`src/rtl/cif_pkg.sv`:
```
package cif_pkg;
  localparam int ID_W  = 10;
  localparam int SRC_W = 3;
  localparam int PRI_W = 8;
  localparam logic [ID_W-1:0] SPURIOUS_ID = 10'd1023;

  typedef enum logic [2:0] {
    RA_CTRL   = 3'd0,
    RA_MASK   = 3'd1,
    RA_BPT    = 3'd2,
    RA_ACK    = 3'd3,
    RA_EOI    = 3'd4,
    RA_RUNPRI = 3'd5
  } reg_addr_e;
endpackage

```
`src/rtl/cif_runpri.sv`:
```
module cif_runpri #(
  parameter int NUM_IRQ = 16
) (
  input  logic [NUM_IRQ-1:0]                     act,
  input  logic [NUM_IRQ-1:0][cif_pkg::PRI_W-1:0] pri,
  output logic [cif_pkg::PRI_W-1:0]              min_pri
);
  always_comb begin
    min_pri = '1;
    for (int i = 0; i < NUM_IRQ; i++) begin
      if (act[i] && (pri[i] < min_pri)) min_pri = pri[i];
    end
  end
endmodule

```
`src/rtl/cif_slice.sv`:
```
module cif_slice
  import cif_pkg::*;
#(
  parameter int NUM_IRQ = 16,
  parameter int BPR_MIN = 2
) (
  input  logic             clk,
  input  logic             rst,
  input  logic             dist_en,
  input  logic             sel,
  input  logic             we,
  input  logic             re,
  input  logic [2:0]       addr,
  input  logic [31:0]      wdata,
  input  logic             hp_valid,
  input  logic [ID_W-1:0]  hp_id,
  input  logic [PRI_W-1:0] hp_pri,
  input  logic [SRC_W-1:0] hp_src,
  output logic [31:0]      rd_word,
  output logic             irq
);
  localparam int IDX_W = $clog2(NUM_IRQ);
  localparam logic [ID_W-1:0] IRQ_LIM = ID_W'(NUM_IRQ);
  localparam logic [2:0] BPR_FLOOR = 3'(BPR_MIN);

  logic [31:0]      ctrl_q;
  logic [PRI_W-1:0] pmask_q;
  logic [2:0]       bpr_q;
  logic [NUM_IRQ-1:0] act_q;
  logic [NUM_IRQ-1:0][PRI_W-1:0] apri_q;
  logic [PRI_W-1:0] run_q;
  logic [PRI_W-1:0] min_w;
  logic             irq_q;

  logic en_w, pend_ok, hit_w, ack_take, eoi_hit;
  logic [IDX_W-1:0] hp_idx, eoi_idx;
  logic [31:0] ack_word;

  assign en_w    = ctrl_q[0] | ctrl_q[1];
  assign pend_ok = hp_valid & dist_en & en_w;
  assign hp_idx  = hp_id[IDX_W-1:0];
  assign eoi_idx = wdata[IDX_W-1:0];
  assign hit_w   = (hp_id < IRQ_LIM) && act_q[hp_idx];
  assign ack_take = sel && re && (addr == RA_ACK) && pend_ok && (hp_id < IRQ_LIM);
  assign eoi_hit  = sel && we && (addr == RA_EOI) && (wdata[ID_W-1:0] < IRQ_LIM);
  assign ack_word = pend_ok ? {{(32-SRC_W-ID_W){1'b0}}, hp_src, hp_id}
                            : {{(32-ID_W){1'b0}}, SPURIOUS_ID};

  cif_runpri #(.NUM_IRQ(NUM_IRQ)) u_min (
    .act(act_q), .pri(apri_q), .min_pri(min_w)
  );

  always_ff @(posedge clk) begin
    if (rst) begin
      ctrl_q  <= '0;
      pmask_q <= '1;
      bpr_q   <= BPR_FLOOR;
    end else if (sel && we) begin
      case (addr)
        RA_CTRL: ctrl_q  <= wdata;
        RA_MASK: pmask_q <= wdata[PRI_W-1:0];
        RA_BPT:  bpr_q   <= (wdata[2:0] < BPR_FLOOR) ? BPR_FLOOR : wdata[2:0];
        default: ;
      endcase
    end
  end

  always_ff @(posedge clk) begin
    if (rst) begin
      act_q <= '0;
    end else begin
      if (eoi_hit) act_q[eoi_idx] <= 1'b0;
      if (ack_take) act_q[hp_idx] <= 1'b1;
    end
  end

  // priority store: one write port, indexed by ID
  always_ff @(posedge clk) begin
    if (ack_take) apri_q[hp_idx] <= hp_pri;
  end

  always_ff @(posedge clk) begin
    if (rst) begin
      run_q <= '1;
      irq_q <= 1'b0;
    end else begin
      if (en_w) run_q <= min_w;
      irq_q <= pend_ok && (hp_pri < pmask_q) && !hit_w;
    end
  end

  always_comb begin
    case (addr)
      RA_CTRL:   rd_word = ctrl_q;
      RA_MASK:   rd_word = {24'b0, pmask_q};
      RA_BPT:    rd_word = {29'b0, bpr_q};
      RA_ACK:    rd_word = ack_word;
      RA_RUNPRI: rd_word = {24'b0, run_q};
      default:   rd_word = '0;
    endcase
  end

  assign irq = irq_q;

  // a disabled slice never drives its line
  a_r2_disabled_quiet: assert property (@(posedge clk) disable iff (rst)
    !$past(ctrl_q[0] | ctrl_q[1]) |-> !irq_q);
  // pending priority at or above mask keeps the line low
  a_r5_mask_gate: assert property (@(posedge clk) disable iff (rst)
    $past(hp_pri >= pmask_q) |-> !irq_q);
  // an already active ID does not re-signal
  a_r3_active_blocks: assert property (@(posedge clk) disable iff (rst)
    $past(hit_w) |-> !irq_q);
  // enabled slice with nothing active settles to idle priority
  a_r8_idle_runpri: assert property (@(posedge clk) disable iff (rst)
    $past(en_w && (act_q == '0)) |-> (run_q == 8'hFF));
  // binary point never below its floor
  a_r4_bpr_floor: assert property (@(posedge clk) disable iff (rst)
    bpr_q >= BPR_FLOOR);
endmodule

```
`src/rtl/cif_bank.sv`:
```
module cif_bank
  import cif_pkg::*;
#(
  parameter int NCPU    = 8,
  parameter int NUM_IRQ = 16,
  parameter int BPR_MIN = 2,
  localparam int CPU_W  = $clog2(NCPU)
) (
  input  logic                   clk,
  input  logic                   rst,
  input  logic                   dist_en,
  input  logic [NCPU-1:0]        hp_valid,
  input  logic [NCPU*ID_W-1:0]   hp_id,
  input  logic [NCPU*PRI_W-1:0]  hp_pri,
  input  logic [NCPU*SRC_W-1:0]  hp_src,
  input  logic [CPU_W-1:0]       reg_cpu,
  input  logic [2:0]             reg_addr,
  input  logic                   reg_we,
  input  logic                   reg_re,
  input  logic [31:0]            reg_wdata,
  output logic [31:0]            rd_data,
  output logic [NCPU-1:0]        irq
);
  logic [31:0] words [NCPU];
  logic [31:0] rd_q;

  for (genvar c = 0; c < NCPU; c++) begin : g_cpu
    cif_slice #(.NUM_IRQ(NUM_IRQ), .BPR_MIN(BPR_MIN)) u_slice (
      .clk     (clk),
      .rst     (rst),
      .dist_en (dist_en),
      .sel     (reg_cpu == CPU_W'(c)),
      .we      (reg_we),
      .re      (reg_re),
      .addr    (reg_addr),
      .wdata   (reg_wdata),
      .hp_valid(hp_valid[c]),
      .hp_id   (hp_id[c*ID_W +: ID_W]),
      .hp_pri  (hp_pri[c*PRI_W +: PRI_W]),
      .hp_src  (hp_src[c*SRC_W +: SRC_W]),
      .rd_word (words[c]),
      .irq     (irq[c])
    );
  end

  always_ff @(posedge clk) begin
    if (rst)         rd_q <= '0;
    else if (reg_re) rd_q <= words[reg_cpu];
  end

  assign rd_data = rd_q;

  // read data changes only after a read strobe
  a_r10_read_hold: assert property (@(posedge clk) disable iff (rst)
    !$past(reg_re) && !$past(rst) |-> $stable(rd_data));
endmodule

```
`config.mk`:
```
export PLATFORM = sky130hd
export DESIGN_NAME = cif_bank
export DESIGN_NICKNAME = d
export VERILOG_FILES = /design/src/rtl/cif_pkg.sv /design/src/rtl/cif_runpri.sv /design/src/rtl/cif_slice.sv /design/src/rtl/cif_bank.sv
export SDC_FILE = /design/constraint.sdc
export NUM_CORES = 2
export LEC_CHECK = 0
export ABC_CLOCK_PERIOD_IN_PS = 57200
export BUFFER_PORTS_ARGS = -buffer_cell sky130_fd_sc_hd__buf_2
export CORE_AREA = 2 2 403 405
export DETAILED_ROUTE_END_ITERATION = 7
export DIE_AREA = 0 0 405 407
export PLACE_DENSITY = 0.83
export SLEW_MARGIN = 40
export SYNTH_ARGS = -nofsm -noshare
export SYNTH_HDL_FRONTEND = slang
export SYNTH_HIERARCHICAL = 1
export SYNTH_SLANG_ARGS = --single-unit
```
`constraint.sdc`:
```
create_clock -name clk -period 57.2 [get_ports clk]
set_input_delay 5.72 -clock clk [delete_from_list [all_inputs] [get_ports clk]]
set_output_delay 5.72 -clock clk [all_outputs]
set_load 0.01 [all_outputs]
```
==> results.yml <==
floorplanning:
  die_h_microns: 407
  die-area_sq_mm: 0.165
  die_x_microns: 405
  coreArea_sq_mm: 0.160
  rows: 147
  start_util: 0.658
  ioPinCount: 259
critical_path:
  cp.required_ns: 57.86
  cp-start-kind: "flip-flop"
  slowest_stage: "o31ai_4"
  path_max_fanout: 16
  cp_common_cell: "ha_1"
  critPathKind: "reg -> reg"
  arrival_ns: 32.93
  critPathMaxStageDelay_ns: 0.65
  critPathCaptureType: "flip-flop"
timing:
  period_needed_ns: 32.27
  fmax_mhz: 31.0
  tightest_slew_ns: 0.993
  hold_viol: 0
  setup-tns-final_ns: 0
  setup_viol: 0
  slew_headroom: 0.338
  maxSlewViolCount: 0
  fin_crit_sh: 0.564
  rsz0062_at_grt: "false"
  finClkSkew_ns: 0.0237
clocking:
  cts_tree: "done"
  htreeDepth: 4
  post_cts_buffers: 0
  cts_made_buffers: 173
  clk_pin_slew_ns: 0.06
  clock_path_buffers: 3
  cts-root-buf: "clkbuf_16"
  cts.sinks: 1600
  cts_hold_buffers: 0
  post_cts_resized: 0
  worstSkewPairLatency_ns: 0.82
synth:
  synth_xor_area_frac: 0.00366
  ys_ff_latch: 1600
  async_reset_ff_frac: 0
  seq_area_frac_synth: 0.401
  synthFlopType: "edfxtp_1"
  synthesis.nets: 12100
  synth_top_area_share: 0.292
  synth_compound_area_frac: 0.207
  synth-adder-area-share: 0.0841
  syn_area_per_cell_sq_um: 9.42
  syn_inst: 11200
  synth_edf_count: 1024
  synthTopCellsByArea: "edfxtp_1 (29%), dfxtp_1 (11%), ha_1 (8.1%), nand2_1 (4.7%), mux2i_1 (3.8%)"
  ys_warn_count: 6
  synthesis.area_sq_mm: 0.105
  muxShareOfSynthArea: 0.0649
  synth.distinct_cells: 122
  synth_top_family_by_area: "compound AO/OA/AOI/OAI gates"
  synth_top_area_cell: "edfxtp_1"
  yosys.area_share.simple: 0.193
run:
  max_cap_violations: 0
hold_path:
  hold_class: "reg -> reg"
route:
  vias_per_cell: 6.77
  drt_iter0_markers: 11200
  ant_nets: 0
  wl_per_cell_microns: 23.8
  drt_first_pass_iters: 8
  dr_total_vias: 92100
  route.detailed.drc: 27
  wl_microns: 323000
layout:
  nNetsFinal: 12200
  instances_no_fill: 13600
  drive_above_1_share: 0.110
  regArea_sq_mm: 0.0423
  multi_input_area_sq_mm: 0.0585
  nFillCells: 11700
  areaGrowthSynthToFinish_pct: 8.27
power:
  p_switching_mw: 0.580
  internal_power_mw: 1.95
  p_leak_nw: 46.6
  p_sw_frac: 0.229
  clockPowerShare: 0.464
  ir_worst_vdd_mv: 0.0364
  p_comb_frac: 0.048
  seq_power_share: 0.487
  p_total_mw: 2.53
  power_density_mw_per_mm2: 22.2
global_route:
  grt.overflow.total: 0
  grt_pass1_vias: 87500
  grt_pass1_wl_microns: 492000
  grt_start_max_net_pins: 173
  antenna_found_initial: 68
  grt_usage: 0.378
outcome:
  violations: "DRC"
  outcome: "finished, violations left"
place:
  io_buffers: 258
  gp_congestion: 0.988
  hpwlAfterDp_microns: 232000
  place_inst: 13200
## cell type report
type / instances / area share
tap: 2160 / 0.0237
inverter: 744 / 0.0245
antenna: 36 / 0.000790
multi-input combinational: 8416 / 0.513
timing repair buffer: 316 / 0.0157
clock buffer: 230 / 0.0423
clock inverter: 91 / 0.00946
sequential: 1600 / 0.371
## synthesized netlist by cell type (110+ instances only)
| cell type | n |
|---|---|
| a21o_1 | 110 |
| a21oi_1 | 755 |
| a31oi_1 | 144 |
| nor2b_1 | 238 |
| o21ai_0 | 544 |
| nor2_1 | 819 |
| dfxtp_1 | 576 |
| ha_1 | 680 |
| and2_1 | 264 |
| nor3_1 | 169 |
| nand2_1 | 1313 |
| mux2_2 | 114 |
| nand3_1 | 258 |
| clkbuf_1 | 262 |
| inv_1 | 744 |
| mux2i_1 | 396 |
| edfxtp_1 | 1024 |
| nand2b_1 | 136 |
| o211ai_1 | 247 |
## critical path, delay by kind of cell, from the launching register on
kind / cells / cell delay (ns)
and+or+nand+nor: 60 / 12.90
DFF: 1 / 0.57
buffers and inverters: 11 / 0.92
adders and majority gates: 15 / 4.23
muxes: 8 / 2.88
AOI/OAI and AO/OA: 45 / 10.53
## kinds of logic (layout without fill, tap and decap cells)
kind of cell	after synthesis	in the layout
buf+inv	1174	1381
fa+ha+maj	715	715
flops	1600	1600
compound gates	3053	3053
xor+xnor	44	44
other cells	0	36
simple gates	3999	3999
mux	605	605
## worst paths after layout
kind / depth (start not counted) / slack (ns) / to / startpoint
setup reg to reg: 139 / 24.93 / g_cpu[6].u_slice/run_q[0] / g_cpu[6].u_slice/act_q[0]
hold reg to reg: 2 / 0.45 / g_cpu[2].u_slice/ctrl_q[26] / g_cpu[2].u_slice/ctrl_q[26]
setup / recovery: 139 / 24.93 / g_cpu[6].u_slice/run_q[0] / g_cpu[6].u_slice/act_q[0]
hold / removal: 2 / 0.45 / g_cpu[2].u_slice/ctrl_q[26] / g_cpu[2].u_slice/ctrl_q[26]
## routing by layer
metal / up-vias / share of wire / wire (microns) / track usage
met4: 62 / 0.050 / 16100 / 0.179
met2: 5082 / 0.44 / 143000 / 0.588
met1: 44000 / 0.39 / 126000 / 0.491
met3: 1034 / 0.12 / 37300 / 0.102
met5: - / 0.0012 / 387 / 0
li1: 41900 / - / - / -
## registers in the layout, indices dropped and copies added (netlist names)
signal / cells
rd_data: 32
g_cpu.u_slice/irq: 8
g_cpu.u_slice/apri_q: 1024
g_cpu.u_slice/ctrl_q: 256
g_cpu.u_slice/pmask_q: 64
g_cpu.u_slice/bpr_q: 24
g_cpu.u_slice/run_q: 64
g_cpu.u_slice/act_q: 128
## metrics by stage
stage	utilization	setup slack (ns)	hold slack (ns)	instance area, sq um
2_1_floorplan	-	30.86	0.432	105000
3_3_place_gp	0.673	26.33	0.436	108000
3_5_place_dp	0.674	25.77	0.442	108000
4_1_cts	0.711	25.59	0.450	114000
5_1_grt	0.712	22.32	0.463	114000
6_report	0.712	24.93	0.451	114000
## placed cells by master (no fill, tap or decap), types with 60 or more instances in the layout
cell / synthesis / layout
nor2b_1: 238 / 238
nor3_1: 169 / 134
nand3_1: 258 / 258
and4_1: 73 / 73
and3_1: 75 / 75
a311oi_1: 60 / 60
a211o_1: 60 / 60
or2_2: 71 / 71
nor2_1: 819 / 809
o21ai_1: 92 / 92
dfxtp_1: 576 / 576
nand4_1: 76 / 76
o21a_1: 76 / 76
nand2_1: 1313 / 1313
clkbuf_16: 0 / 178
inv_1: 744 / 736
ha_1: 680 / 680
o211ai_1: 247 / 247
edfxtp_1: 1024 / 1024
a21o_1: 110 / 110
o21ai_0: 544 / 544
mux2_2: 114 / 114
a21oi_1: 755 / 755
a31oi_1: 144 / 144
mux2i_1: 396 / 396
nand4b_1: 108 / 108
and2_1: 264 / 264
buf_2: 75 / 254
nand2b_1: 136 / 136
## power groups by stage
stage	Clock, mW	Sequential (mW)	Combinational, mW
after floorplan	0	1.26	0.0515
after global placement	0	1.26	0.113
after detailed placement	0	1.26	0.115
after CTS	1.18	1.23	0.115
after global routing	1.23	1.23	0.124
final	1.18	1.23	0.122
Power figures use the tool's default switching activity.
